File: src/rtl/gpio_alias_pkg.sv
package gpio_alias_pkg;

    localparam int unsigned BUS_W     = 32;
    localparam int unsigned ADDR_W    = 14;
    localparam int unsigned VIEW_LSB  = 12;

    localparam logic [VIEW_LSB-1:0] OFS_LEVEL = 12'h000;
    localparam logic [VIEW_LSB-1:0] OFS_DRIVE = 12'h004;
    localparam logic [VIEW_LSB-1:0] OFS_INPUT = 12'h008;

    // Address bits [13:12] select how a write is applied.
    typedef enum logic [1:0] {
        VIEW_PLAIN = 2'b00,
        VIEW_HOLE  = 2'b01,
        VIEW_SET   = 2'b10,
        VIEW_CLR   = 2'b11
    } view_e;

    typedef enum logic [1:0] {
        TGT_LEVEL = 2'd0,
        TGT_DRIVE = 2'd1,
        TGT_INPUT = 2'd2,
        TGT_NONE  = 2'd3
    } target_e;

    typedef struct packed {
        logic             rd;
        logic             wr;
        view_e            view;
        target_e          tgt;
        logic [BUS_W-1:0] data;
    } access_t;

    function automatic target_e target_of(logic [VIEW_LSB-1:0] ofs);
        target_e t;
        case (ofs)
            OFS_LEVEL: t = TGT_LEVEL;
            OFS_DRIVE: t = TGT_DRIVE;
            OFS_INPUT: t = TGT_INPUT;
            default:   t = TGT_NONE;
        endcase
        return t;
    endfunction

    function automatic logic [BUS_W-1:0] merge_view(
        view_e            v,
        logic [BUS_W-1:0] cur,
        logic [BUS_W-1:0] wdata
    );
        logic [BUS_W-1:0] nxt;
        case (v)
            VIEW_PLAIN: nxt = wdata;
            VIEW_SET:   nxt = cur | wdata;
            VIEW_CLR:   nxt = cur & ~wdata;
            default:    nxt = cur;
        endcase
        return nxt;
    endfunction

endpackage

File: src/rtl/gpio_bus_decode.sv
module gpio_bus_decode
    import gpio_alias_pkg::*;
(
    input  logic              csr_sel,
    input  logic              csr_wr,
    input  logic [ADDR_W-1:0] csr_addr,
    input  logic [BUS_W-1:0]  csr_wdata,
    output access_t           acc
);

    view_e view_w;

    always_comb begin
        view_w   = view_e'(csr_addr[ADDR_W-1:VIEW_LSB]);
        acc.rd   = csr_sel & ~csr_wr;
        acc.wr   = csr_sel & csr_wr;
        acc.view = view_w;
        acc.data = csr_wdata;
        if (view_w == VIEW_HOLE) begin
            acc.tgt = TGT_NONE;
        end else begin
            acc.tgt = target_of(csr_addr[VIEW_LSB-1:0]);
        end
    end

endmodule

File: src/rtl/gpio_alias_reg.sv
module gpio_alias_reg
    import gpio_alias_pkg::*;
#(
    parameter int unsigned WIDTH   = 28,
    parameter target_e     OWN_TGT = TGT_LEVEL
) (
    input  logic             clk,
    input  logic             rst,
    input  access_t          acc,
    output logic [WIDTH-1:0] q
);

    logic             hit;
    logic [BUS_W-1:0] wide_cur;
    logic [BUS_W-1:0] wide_nxt;

    always_comb begin
        hit               = acc.wr && (acc.tgt == OWN_TGT);
        wide_cur          = '0;
        wide_cur[WIDTH-1:0] = q;
        wide_nxt          = merge_view(acc.view, wide_cur, acc.data);
    end

    always_ff @(posedge clk) begin
        if (rst) begin
            q <= '0;
        end else if (hit) begin
            q <= wide_nxt[WIDTH-1:0];
        end
    end

    // plain write loads the pin bits of the data
    a_r2_plain_load: assert property (@(posedge clk) disable iff (rst)
        (hit && acc.view == VIEW_PLAIN) |=> (q == $past(acc.data[WIDTH-1:0])));

    // set keeps old ones and adds the written ones
    a_r3_set_only_adds: assert property (@(posedge clk) disable iff (rst)
        (hit && acc.view == VIEW_SET) |=>
            (((q & $past(q)) == $past(q)) &&
             ((q & $past(acc.data[WIDTH-1:0])) == $past(acc.data[WIDTH-1:0]))));

    // clear removes written ones and never adds a bit
    a_r4_clear_only_removes: assert property (@(posedge clk) disable iff (rst)
        (hit && acc.view == VIEW_CLR) |=>
            (((q & $past(acc.data[WIDTH-1:0])) == '0) && ((q & ~$past(q)) == '0)));

    // any access not aimed at this register leaves it alone
    a_r6_foreign_access_hold: assert property (@(posedge clk) disable iff (rst)
        !hit |=> $stable(q));

endmodule

File: src/rtl/gpio_in_sampler.sv
module gpio_in_sampler #(
    parameter int unsigned WIDTH  = 28,
    parameter int unsigned STAGES = 2
) (
    input  logic             clk,
    input  logic             rst,
    input  logic [WIDTH-1:0] pin_in,
    output logic [WIDTH-1:0] q
);

    logic [STAGES-1:0][WIDTH-1:0] chain;

    always_ff @(posedge clk) begin
        if (rst) begin
            chain <= '0;
        end else begin
            chain[0] <= pin_in;
            for (int i = 1; i < STAGES; i++) begin
                chain[i] <= chain[i-1];
            end
        end
    end

    assign q = chain[STAGES-1];

    // first stage captures the pad level at every edge
    a_r5_first_stage_capture: assert property (@(posedge clk) disable iff (rst)
        1'b1 |=> (chain[0] == $past(pin_in)));

    generate
        if (STAGES > 1) begin : g_shift_chk
            // each later stage takes its predecessor's value
            a_r5_stage_shift: assert property (@(posedge clk) disable iff (rst)
                1'b1 |=> (chain[STAGES-1] == $past(chain[STAGES-2])));
        end
    endgenerate

endmodule

File: src/rtl/gpio_alias_bank.sv
module gpio_alias_bank
    import gpio_alias_pkg::*;
#(
    parameter int unsigned NUM_PINS    = 28,
    parameter int unsigned SYNC_STAGES = 2
) (
    input  logic                clk,
    input  logic                rst,
    input  logic                csr_sel,
    input  logic                csr_wr,
    input  logic [13:0]         csr_addr,
    input  logic [31:0]         csr_wdata,
    output logic [31:0]         csr_rdata,
    input  logic [NUM_PINS-1:0] pin_in,
    output logic [NUM_PINS-1:0] pin_level,
    output logic [NUM_PINS-1:0] pin_drive
);

    localparam int unsigned NUM_CTL = 2;

    access_t                          acc;
    logic [NUM_CTL-1:0][NUM_PINS-1:0] ctl_q;
    logic [NUM_PINS-1:0]              in_q;
    logic [BUS_W-1:0]                 rd_word;
    logic [BUS_W-1:0]                 rdata_q;

    gpio_bus_decode u_decode (
        .csr_sel   (csr_sel),
        .csr_wr    (csr_wr),
        .csr_addr  (csr_addr),
        .csr_wdata (csr_wdata),
        .acc       (acc)
    );

    generate
        for (genvar g = 0; g < NUM_CTL; g++) begin : g_ctl
            gpio_alias_reg #(
                .WIDTH   (NUM_PINS),
                .OWN_TGT (target_e'(g))
            ) u_reg (
                .clk (clk),
                .rst (rst),
                .acc (acc),
                .q   (ctl_q[g])
            );
        end
    endgenerate

    gpio_in_sampler #(
        .WIDTH  (NUM_PINS),
        .STAGES (SYNC_STAGES)
    ) u_sampler (
        .clk    (clk),
        .rst    (rst),
        .pin_in (pin_in),
        .q      (in_q)
    );

    always_comb begin
        rd_word = '0;
        case (acc.tgt)
            TGT_LEVEL: rd_word[NUM_PINS-1:0] = ctl_q[TGT_LEVEL];
            TGT_DRIVE: rd_word[NUM_PINS-1:0] = ctl_q[TGT_DRIVE];
            TGT_INPUT: rd_word[NUM_PINS-1:0] = in_q;
            default:   rd_word = '0;
        endcase
    end

    always_ff @(posedge clk) begin
        if (rst) begin
            rdata_q <= '0;
        end else if (acc.rd) begin
            rdata_q <= rd_word;
        end
    end

    assign csr_rdata = rdata_q;
    assign pin_level = ctl_q[TGT_LEVEL];
    assign pin_drive = ctl_q[TGT_DRIVE];

    // read data only moves on a read request
    a_r8_rdata_hold: assert property (@(posedge clk) disable iff (rst)
        !(csr_sel && !csr_wr) |=> $stable(csr_rdata));

    // writes to the input register never reach the pins
    a_r6_input_write_ignored: assert property (@(posedge clk) disable iff (rst)
        (csr_sel && csr_wr && csr_addr[11:0] == 12'h008) |=>
            ($stable(pin_level) && $stable(pin_drive)));

    // the hole view neither writes nor returns data
    a_r10_hole_view_inert: assert property (@(posedge clk) disable iff (rst)
        (csr_sel && csr_addr[13:12] == 2'b01) |=>
            ($stable(pin_level) && $stable(pin_drive) &&
             (csr_wr ? 1'b1 : 1'b1) && ($past(csr_wr) || csr_rdata == '0)));

endmodule

File: config.mk
export PLATFORM = sky130hd
export DESIGN_NAME = gpio_alias_bank
export DESIGN_NICKNAME = d
export VERILOG_FILES = /design/src/rtl/gpio_alias_pkg.sv /design/src/rtl/gpio_bus_decode.sv /design/src/rtl/gpio_alias_reg.sv /design/src/rtl/gpio_in_sampler.sv /design/src/rtl/gpio_alias_bank.sv
export SDC_FILE = /design/constraint.sdc
export NUM_CORES = 1
export LEC_CHECK = 0
export ABC_AREA = 1
export BUFFER_PORTS_ARGS = -buffer_cell sky130_fd_sc_hd__buf_2
export CAP_MARGIN = 5
export CORE_AREA = 2 2 126 177
export DETAILED_ROUTE_END_ITERATION = 16
export DIE_AREA = 0 0 128 179
export MAX_ROUTING_LAYER = met4
export PLACE_DENSITY = 0.54
export SLEW_MARGIN = 10
export SYNTH_ARGS = -nofsm -noshare
export SYNTH_HDL_FRONTEND = slang
export SYNTH_HIERARCHICAL = 1
export SYNTH_SLANG_ARGS = --single-unit
File: constraint.sdc
create_clock -name clk -period 2 [get_ports clk]
set_clock_uncertainty 0.05 [all_clocks]
set_input_delay 0.1 -clock clk [delete_from_list [all_inputs] [get_ports clk]]
set_output_delay 0.1 -clock clk [all_outputs]
set_load 0.005 [all_outputs]
==> metrics.md <==
| Metric | Value |
|---|---|
| Status | `completed` |
| Kind of critical path | `in -> reg` |
| Commonest non-fill, non-tap cell in the layout | `nand2_1` |
| Final worst slack | `0.700 ns` |
| Vias in the first global route | `5851` |
| Worst-Margin Slew | `0.604 ns` |
| Crit. End Element | `register` |
| Placement Rows | `64` |
| Via count | `6492` |
| CTS Buf Count | `17` |
| Pwr Total | `6.72 mW` |
| Cell count after synthesis | `1108` |
| Crit path DAT | `1.60 ns` |
| CTS Root Cell | `clkbuf_16` |
| WL/cell | `13.3 um` |
| CTS clk-pin slew, worst paths | `0.06 ns` |
| Layout cell share with drive strength beyond 1 | `21.2%` |
| Core area | `21500 um2` |
| Final hold violations | `0` |
| Rel. slew slack | `59.7%` |
| Crit-path max FO | `28` |
| Total grt overflow | `0` |
| Hpwl dp | `14.0 mm` |
| Routed WL | `20.2 mm` |
| Most frequent cells in the layout | `372 x nand2_1, 221 x nor2_1, 156 x buf_2` |
| Final setup fails | `0` |
| Placed cell areas | `7730 um2` |
| Fillers | `2282` |
| GRT Overall Usage | `18.3%` |
| Critical Path Source Type | `input port` |
| Initial Utilization | `33.9%` |
| CTS Buffer Depth | `2` |
| I/O pin total | `166` |
| Ys Warns | `6` |
| Setup repair bufs after CTS | `0` |
| DIE AREA | `22900 um2` |
| Hold WS | `0.0220 ns` |
| Worst min path class | `in -> reg` |
| Post-route ant nets | `0` |
| Initial antenna violation count | `0` |
| DR pass1 iterations | `7` |
| Finished Layout Cells | `1516` |
| Placed insts | `1439` |
| Final Util | `41.1%` |
| # port buffers | `157` |
| Die width | `128 um` |
| RSZ-0062 raised after global routing | `no` |
| # clock sinks | `140` |
| Largest net degree at the start of global routing | `68` |
| Fin area | `8820 um2` |
| Routability cong. | `0.861` |
| Antenna Cells | `0` |
| Syn-to-layout area delta | `21.1%` |
| Final slew viol count | `0` |
| Max-cap violations | `0` |
| Via/cell ratio | `4.28` |
| # nets final | `1318` |
| Leakage | `4.65 nW` |
| Drc violations | `0` |
| Initial DRC count | `400` |
| Synthesized cell area | `7280 um2` |
| H-tree depth | `4` |
| Minimum clock period | `1.30 ns` |
| DP Worst Slack | `0.266 ns` |
| Seq. cell area | `2800 um2` |
| Die height | `179 um` |
| First-pass GRT wire length | `31.2 mm` |
| Setup TNS | `0 ns` |
| CTS tree | `built` |
| Fin crit share | `65.0%` |
| Maximum vdd drop | `0.562 mV` |
| Footprint of the multi-input gates | `3090 um2` |
| Post_cts resized | `0` |
| Worst skew pair latency | `0.42 ns` |
| FMAX | `769 MHz` |
| Pwr per Cell Area | `762 nW/um2` |
| Worst Path Required | `2.30 ns` |
| Syn Area/Cell | `6.57 um2` |
[final timing paths]
check	start	end	slack, ns	cells past startpoint
max	rst	g_ctl[0].u_reg/q[16]$_SDFFE_PP0P_	0.70	5
min	csr_wdata[10]	g_ctl[0].u_reg/q[10]$_SDFFE_PP0P_	0.02	5
max reg2reg	g_ctl[1].u_reg/q[7]$_SDFFE_PP0P_	csr_rdata[7]$_SDFFE_PP0P_	1.08	4
min reg2reg	u_sampler/chain[15]$_SDFF_PP0_	u_sampler/q[15]$_SDFF_PP0_	0.35	2
[state kept, by name, indices dropped and copies added, names as in the netlist]
signal and cells:
g_ctl.u_reg/q 56, csr_rdata 28, u_sampler/chain 28, u_sampler/q 28
[area by class of cell]
cell class / count / area share [%]
Clock inverter: 11 / 1.89
Sequential cell: 140 / 31.8
Clock buffer: 20 / 5.29
Timing Repair Buffer: 224 / 16.9
Tap cell: 264 / 3.74
Inverter: 125 / 5.32
Multi-Input combinational cell: 732 / 35.0
[critical path, stage by stage]
cell and delay [ns]:
dlygate4sd3_1 0.54, buf_4 0.23, inv_2 0.48, nand2_1 0.11
nor2_1 0.10
[report_power, final]
group	internal, mW	switching [mW]	total, mW
clock network	2.17	1.21	3.39
logic	0.201	0.277	0.478
registers	2.84	0.0137	2.86
[metal layers]
| metal | track usage (%) | vias up | wire length [um] |
|---|---|---|---|
| met3 | 3.04 | 20 | 691 |
| met2 | 31.2 | 159 | 9990 |
| met4 | 6.64 | 0 | 363 |
| met5 | - | - | 0 |
| met1 | 21.7 | 2828 | 9110 |
| li1 | - | 3485 | - |
[what timing repair did]
item                       in CTS  in global routing
hold buffers                   46                  0
hold endpoints to repair       58                  0
setup endpoints to repair       0                  0
(Power assumes the default switching activity.)
